File: src/rtl/brg_pkg.sv
package brg_pkg;
    localparam int DEF_CNT_W       = 16;
    localparam int DEF_BIT_DIV     = 16;
    localparam int DEF_SLOW_DIV    = 12;
    localparam int DEF_SYNC_STAGES = 2;
    localparam int NUM_DIRS        = 2;

    typedef enum logic [0:0] {
        DIR_RX = 1'b0,
        DIR_TX = 1'b1
    } dir_e;
endpackage

File: src/rtl/brg_sync_fall.sv
module brg_sync_fall #(
    parameter int STAGES = 2
) (
    input  logic clk,
    input  logic rst_n,
    input  logic pin_i,
    output logic fall_o
);
    localparam int SH_W = STAGES + 1;

    logic [SH_W-1:0] sh_d, sh_q;

    always_comb begin
        sh_d   = {sh_q[SH_W-2:0], pin_i};
        fall_o = sh_q[SH_W-1] & ~sh_q[SH_W-2];
    end

    always_ff @(posedge clk or negedge rst_n) begin
        if (!rst_n) sh_q <= '0;
        else        sh_q <= sh_d;
    end
endmodule

File: src/rtl/brg_bitdiv.sv
module brg_bitdiv #(
    parameter int DIV = 16
) (
    input  logic clk,
    input  logic rst_n,
    input  logic clr_i,
    input  logic pulse_i,
    output logic pulse_o
);
    localparam int W = (DIV > 2) ? $clog2(DIV) : 1;
    localparam logic [W-1:0] LAST = W'(DIV - 1);

    typedef struct packed {
        logic [W-1:0] cnt;
        logic         out;
    } div_st_t;

    div_st_t st_d, st_q;

    always_comb begin
        st_d     = st_q;
        st_d.out = 1'b0;
        if (clr_i) begin
            st_d.cnt = '0;
        end else if (pulse_i) begin
            if (st_q.cnt == LAST) begin
                st_d.cnt = '0;
                st_d.out = 1'b1;
            end else begin
                st_d.cnt = st_q.cnt + 1'b1;
            end
        end
    end

    always_ff @(posedge clk or negedge rst_n) begin
        if (!rst_n) st_q <= '0;
        else        st_q <= st_d;
    end

    assign pulse_o = st_q.out;
endmodule

File: src/rtl/brg_timer.sv
module brg_timer
    import brg_pkg::*;
#(
    parameter int CNT_W       = DEF_CNT_W,
    parameter int BIT_DIV     = DEF_BIT_DIV,
    parameter int SLOW_DIV    = DEF_SLOW_DIV,
    parameter int SYNC_STAGES = DEF_SYNC_STAGES
) (
    input  logic               clk,
    input  logic               rst_n,
    input  logic               ext_cnt_pin,
    input  logic               ext_trig_pin,
    input  logic               run_en,
    input  logic               rx_sel,
    input  logic               tx_sel,
    input  logic               cnt_src_ext,
    input  logic               cap_sel,
    input  logic               slow_sel,
    input  logic               trig_en,
    input  logic               irq_en,
    input  logic               other_ovf,
    input  logic [CNT_W/2-1:0] wr_data,
    input  logic               wr_rld_lo,
    input  logic               wr_rld_hi,
    input  logic               wr_cnt_lo,
    input  logic               wr_cnt_hi,
    input  logic               clr_ovf_flag,
    input  logic               clr_ext_flag,
    output logic [CNT_W-1:0]   cnt_val,
    output logic               ovf_flag,
    output logic               ext_flag,
    output logic               irq,
    output logic               rx_bit_en,
    output logic               tx_bit_en
);
    localparam int HALF_W = CNT_W / 2;
    localparam int SLOW_W = (SLOW_DIV > 2) ? $clog2(SLOW_DIV) : 1;
    localparam logic [SLOW_W-1:0] SLOW_LAST = SLOW_W'(SLOW_DIV - 1);
    localparam logic [CNT_W-1:0]  CNT_TOP   = '1;

    typedef struct packed {
        logic [CNT_W-1:0]  cnt;
        logic [CNT_W-1:0]  rld;
        logic              half;
        logic [SLOW_W-1:0] slow;
        logic              ovf_flag;
        logic              ext_flag;
    } tmr_st_t;

    tmr_st_t st_d, st_q;

    logic cnt_fall, trig_fall;
    logic baud_mode, tick, ovf, cnt_wr;
    logic [NUM_DIRS-1:0] dir_sel, dir_src, dir_pulse;

    brg_sync_fall #(.STAGES(SYNC_STAGES)) u_cnt_sync (
        .clk(clk), .rst_n(rst_n), .pin_i(ext_cnt_pin), .fall_o(cnt_fall)
    );

    brg_sync_fall #(.STAGES(SYNC_STAGES)) u_trig_sync (
        .clk(clk), .rst_n(rst_n), .pin_i(ext_trig_pin), .fall_o(trig_fall)
    );

    always_comb begin
        baud_mode = rx_sel | tx_sel;
        cnt_wr    = wr_cnt_lo | wr_cnt_hi;

        if (cnt_src_ext)      tick = run_en & cnt_fall;
        else if (baud_mode)   tick = run_en & st_q.half;
        else if (slow_sel)    tick = run_en & (st_q.slow == SLOW_LAST);
        else                  tick = run_en;

        ovf = tick & (st_q.cnt == CNT_TOP) & ~cnt_wr;

        st_d = st_q;

        // half-rate phase for baud mode
        st_d.half = (run_en && baud_mode && !cnt_src_ext) ? ~st_q.half : 1'b0;

        // divide-by-SLOW_DIV phase for the slow timebase
        if (run_en && !baud_mode && !cnt_src_ext && slow_sel)
            st_d.slow = (st_q.slow == SLOW_LAST) ? '0 : st_q.slow + 1'b1;
        else
            st_d.slow = '0;

        if (wr_rld_lo) st_d.rld[HALF_W-1:0]     = wr_data;
        if (wr_rld_hi) st_d.rld[CNT_W-1:HALF_W] = wr_data;

        if (cnt_wr) begin
            if (wr_cnt_lo) st_d.cnt[HALF_W-1:0]     = wr_data;
            if (wr_cnt_hi) st_d.cnt[CNT_W-1:HALF_W] = wr_data;
        end else if (tick) begin
            if (ovf) st_d.cnt = (baud_mode || !cap_sel) ? st_q.rld : '0;
            else     st_d.cnt = st_q.cnt + 1'b1;
        end

        if (ovf && !baud_mode)  st_d.ovf_flag = 1'b1;
        else if (clr_ovf_flag)  st_d.ovf_flag = 1'b0;

        if (trig_fall && trig_en) st_d.ext_flag = 1'b1;
        else if (clr_ext_flag)    st_d.ext_flag = 1'b0;
    end

    always_ff @(posedge clk or negedge rst_n) begin
        if (!rst_n) st_q <= '0;
        else        st_q <= st_d;
    end

    assign dir_sel[DIR_RX] = rx_sel;
    assign dir_sel[DIR_TX] = tx_sel;

    for (genvar g = 0; g < NUM_DIRS; g++) begin : g_dir
        assign dir_src[g] = dir_sel[g] ? ovf : other_ovf;
        brg_bitdiv #(.DIV(BIT_DIV)) u_div (
            .clk(clk), .rst_n(rst_n), .clr_i(~baud_mode),
            .pulse_i(dir_src[g]), .pulse_o(dir_pulse[g])
        );
    end

    assign rx_bit_en = dir_pulse[DIR_RX];
    assign tx_bit_en = dir_pulse[DIR_TX];
    assign cnt_val   = st_q.cnt;
    assign ovf_flag  = st_q.ovf_flag;
    assign ext_flag  = st_q.ext_flag;
    assign irq       = irq_en & (st_q.ovf_flag | st_q.ext_flag);
endmodule

File: config.mk
export PLATFORM = sky130hd
export DESIGN_NAME = brg_timer
export DESIGN_NICKNAME = d
export VERILOG_FILES = /design/src/rtl/brg_pkg.sv /design/src/rtl/brg_sync_fall.sv /design/src/rtl/brg_bitdiv.sv /design/src/rtl/brg_timer.sv
export SDC_FILE = /design/constraint.sdc
export NUM_CORES = 1
export LEC_CHECK = 0
export ABC_AREA = 1
export BUFFER_PORTS_ARGS = -buffer_cell sky130_fd_sc_hd__buf_2
export CAP_MARGIN = 20
export CORE_ASPECT_RATIO = 1.75
export CORE_MARGIN = 10
export CORE_UTILIZATION = 35
export CTS_CLUSTER_DIAMETER = 200
export DETAILED_ROUTE_END_ITERATION = 16
export HOLD_SLACK_MARGIN = 0.06
export PLACE_DENSITY_LB_ADDON = 0.08
export SETUP_SLACK_MARGIN = 0.4
export SLEW_MARGIN = 20
export SYNTH_ARGS = -nofsm -noshare
export SYNTH_HDL_FRONTEND = slang
export SYNTH_SLANG_ARGS = --single-unit
File: constraint.sdc
create_clock -name clk -period 1.6 [get_ports clk]
set_input_delay 0.32 -clock clk [delete_from_list [all_inputs] [get_ports clk]]
set_output_delay 0.32 -clock clk [all_outputs]
set_load 0.03 [all_outputs]
==> impl_summary.md <==
Status
The flow ran to the end, but the final reports show violations. The checks that failed: setup timing.

Clocking
CTS built an H-tree with a depth of 2. The clock transition at the registers of the reported paths is 70 ps. For the worst-skew pair, the clock arrives at the later sink with an insertion delay of between 200 and 300 ps. Clock tree synthesis inserted a total of 5 buffers. The clock tree root driver cell is sky130_fd_sc_hd__clkbuf_16. The clock net in this run drives a total of 55 sinks.

TritonCTS built the clock tree. Counting along the longest clock path gives a buffer depth of 2.

Floorplan
The floorplan row count is 46. The y dimension of the die is between 100 and 150 um. The floorplan step defined a core boundary enclosing a little over 9000 sq um.

The initial utilization of the core area, before any placement, comes to 0.359. The number of primary I/O pins is 48. From left edge to right edge, the die measures 93.0 um. The floorplan step defined a die boundary enclosing 13700 sq um.

Yosys
The synthesis warning total is 0. The synthesized netlist contains 32 unique library cells. Of the post-synthesis cell area, the dominant cell type holds 0.422. After synthesis, the share of cell area in mux cells is 0.

The area fraction in compound gates after synthesis is 0.0621. The primary flip-flop cell chosen by synthesis mapping is sky130_fd_sc_hd__dfrtp_1. Sorting the synthesized cells by area gives the leading types as sky130_fd_sc_hd__dfrtp_1 (42%), sky130_fd_sc_hd__nor2_1 (9.3%), sky130_fd_sc_hd__nand2_1 (8.4%).

Counting instances in the post-synthesis netlist gives the leading cell types as sky130_fd_sc_hd__nor2_1 (81), sky130_fd_sc_hd__nand2_1 (73), sky130_fd_sc_hd__dfrtp_1 (55), sky130_fd_sc_hd__inv_1 (37), sky130_fd_sc_hd__nand3_1 (36). By area, the combinational part of the netlist is dominated by simple AND/OR/NAND/NOR gates. The cell with the most instances after synthesis is sky130_fd_sc_hd__nor2_1. The fraction of synthesis flops using an asynchronous set or reset pin is 1.00.

In the synthesized netlist, the number of instances is 417. Synthesis produced a netlist with a net count of 448. A synthesized cell averages 7.82 sq um. The post-synthesis cell type with the largest combined area is sky130_fd_sc_hd__dfrtp_1. Of the total synthesized cell area, the portion taken by full adders, half adders and majority gates is 0.0153. The synthesized netlist occupies a cell area of between 3000 and 4000 sq um.

The share of the Yosys chip area taken by registers is 0.422. Of the total synthesized cell area, the portion taken by XOR and XNOR cells is 0.0403. Of the total synthesized cell area, the portion taken by AND, OR, NAND and NOR gates is 0.357. The count of flip-flops with a built-in enable after synthesis is 0. The synthesis-stage register bit count is 55.

Routing
The count of nets left with antenna violations once routing finished came out at 0. The routed layout has a little over 3000 vias. In the routed layout, each cell is associated on average with a via count of ~4.9. For this block, the initial DRC count from the detailed router was 149. The first detailed-routing pass took 4 iterations. The post-route DRC violation count is 0. In the final routed layout, each cell accounts on average for 16.0 um.

Summed over all layers, the routed wires come to 10.1 mm.

STA
The worst setup skew after layout is roughly 7.0 ps. After layout, the worst setup slack is -136 ps. The pin slew with the least headroom to its limit is 455 ps. Setup repair after global routing could not meet its margin everywhere. The share of the clock period used by the worst path after layout is 1.08. The number of max-slew violations in the final report is 0. Static timing analysis puts the maximum clock frequency at ~0.58 GHz.

The minimum period implied by the final worst setup slack is around 1700 ps. The final hold violation count is 0. Final hold analysis gives a worst-case slack of approximately 130 ps. The number of endpoints failing setup at the final stage is 27. The tightest slew margin relative to the limit is 0.696.

Global route
The number of antenna violations at the first check in global routing is 0. The first global-routing pass estimated between 15 and 20 mm of wire. Global routing finished with a remaining overflow of 0. The combined global-route utilization of all metal layers is 0.151. Entering global routing, the biggest net connects between 50 and 60 pins. The via count of the first global-routing pass is approximately 3200.

Power
The power spent charging and discharging nets is 1.32 mW. Summing internal, switching and leakage power gives 4.19 mW. The sequential share of power is 0.384. The clock power share is 0.309. Summed over all cells, the static leakage comes to 2.27 nW. Of the total power, the share spent switching nets is 0.316.

The combinational fraction of design power is 0.307. The ratio of total power to cell area is between 800 and 900 nW/um^2. The peak supply drop is ~590 uV.

The internal power consumption is 2.87 mW.

Setup path
At the worst endpoint, the arrival time is 1960 ps. The worst endpoint required time is roughly 1800 ps. The most critical setup path has its startpoint at cnt_val[1].

The highest fanout seen on the critical path is 8. The kind of critical path is reg2reg. The reg-to-reg critical path startpoint is cnt_val[1]. The critical path endpoint is ovf_flag.

The type of element capturing the critical path is a register. The setup check on the worst reg-to-reg path leaves a slack of -140 ps. The startpoint type of the worst setup path is a register. The path depth of the worst reg2reg path is 10.

The endpoint identified for the worst register-to-register timing path is ovf_flag.

Job
Across the run, the number of max-cap violations was 0.

Cells and area
The final design area excluding fillers is 4730 sq um. Relative to the synthesized area, the layout overhead comes to 44.9%. The antenna diode count is 0. In the final layout, the share of cells above drive strength 1 is 0.385. For this run, the share of the core covered by cells in the final layout is 0.520. The final-stage net count is 544.

Place
Before CTS, the worst setup slack after placement is -183 ps. Summing all placed instances gives a cell area of 3890 sq um. In this run the tool buffered the top-level ports with 47 buffer cells. The global placer's final weighted congestion is roughly 0.86. The detailed-placement wirelength estimate is between 7 and 8 mm.

Min path
The class of the tightest hold or removal check is in2reg. The hold path startpoint is ext_cnt_pin.
## power by group through the flow
stage                     clock, mW  combinational (mW)  sequential, mW
after floorplan                   0               0.642            1.64
after global placement            0                1.01            1.63
after detailed placement          0                1.01            1.63
after CTS                      1.34                1.23            1.61
after global routing           1.39                1.40            1.62
final                          1.30                1.29            1.61
## placed cells by master (no fill, tap or decap), types with 5 or more instances in the layout
cell / netlist / routed
sky130_fd_sc_hd__xor2_1: 8 / 8
sky130_fd_sc_hd__nor2_2: 2 / 10
sky130_fd_sc_hd__buf_12: 0 / 5
sky130_fd_sc_hd__a21oi_2: 0 / 13
sky130_fd_sc_hd__buf_4: 16 / 36
sky130_fd_sc_hd__clkbuf_16: 0 / 5
sky130_fd_sc_hd__nand2_1: 73 / 67
sky130_fd_sc_hd__nand4_1: 27 / 27
sky130_fd_sc_hd__nand2_2: 3 / 7
sky130_fd_sc_hd__xnor2_1: 7 / 7
sky130_fd_sc_hd__nor2_4: 4 / 12
sky130_fd_sc_hd__buf_2: 2 / 28
sky130_fd_sc_hd__a21oi_1: 32 / 19
sky130_fd_sc_hd__nand3_2: 1 / 13
sky130_fd_sc_hd__dfrtp_1: 55 / 53
sky130_fd_sc_hd__inv_1: 37 / 35
sky130_fd_sc_hd__buf_6: 3 / 45
sky130_fd_sc_hd__nand3_1: 36 / 24
sky130_fd_sc_hd__nor2_1: 81 / 65
## layout make-up
type	instances	area (sq um)
fill	895	4370
multi-input combinational	296	1800
sequential	55	1380
timing repair buffer	117	1070
tap	120	150
inverter	38	148
clock buffer	6	139
clock inverter	2	38.8
## per-stage QoR
step	setup TNS, ps	std cells
3_5_place_dp	-2530	599
3_3_place_gp	-2610	599
5_1_grt	-4810	634
6_report	-2030	634
4_1_cts	-1670	624
2_1_floorplan	-649	417
## flip-flops by register name (all words and copies together), names as in the netlist
register / count
ext_flag: 1
cnt_val: 16
g_dir.u_div.st_q: 8
st_q: 21
g_dir.u_div.pulse_o: 2
u_trig_sync.sh_q: 3
u_cnt_sync.sh_q: 3
ovf_flag: 1
## worst max-delay path: stages (launching register included)
cell and delay, ps:
sky130_fd_sc_hd__dfrtp_1 370, sky130_fd_sc_hd__ha_2 190, sky130_fd_sc_hd__nand2_2 70, sky130_fd_sc_hd__nor2_4 120
sky130_fd_sc_hd__nand4_4 120, sky130_fd_sc_hd__nor2_8 190, sky130_fd_sc_hd__buf_6 120, sky130_fd_sc_hd__nand3_4 120
sky130_fd_sc_hd__buf_4 180, sky130_fd_sc_hd__buf_6 110, sky130_fd_sc_hd__o22ai_2 70
## cells by family (layout without fill, tap and decap cells)
family,count (synthesis),count (layout)
AND/OR/NAND/NOR,239,240
buffers and inverters,67,163
flip-flops,55,55
AO/OA/AOI/OAI,37,37
XOR/XNOR,15,15
adder cells (fa/ha/maj),4,4
## per-layer routing
metal	track usage	up-vias	share of wire
li1	-	1542	-
met1	0.156	1467	0.38
met2	0.277	62	0.55
met3	0.0218	28	0.024
met4	0.0868	0	0.055
met5	0	-	0
## repair_timing
action                                  4_1_cts  5_1_grt
resized for setup                           102       25
hold endpoints to repair                     55        0
hold buffers                                  1        0
endpoints found under the setup margin       46       46
buffers inserted                             14       10
gates cloned                                  2        0
pin swaps                                    30       22
## how the worst min path moves through the flow
stage / to / cells after the start
detailed placement: u_cnt_sync.sh_q[1] / 0
global placement: u_trig_sync.sh_q[1] / 0
global route: u_trig_sync.sh_q[0] / 1
finish: u_cnt_sync.sh_q[0] / 1
floorplan: cnt_val[0] / 0
CTS: u_cnt_sync.sh_q[0] / 1
(Power assumes the default switching activity.)
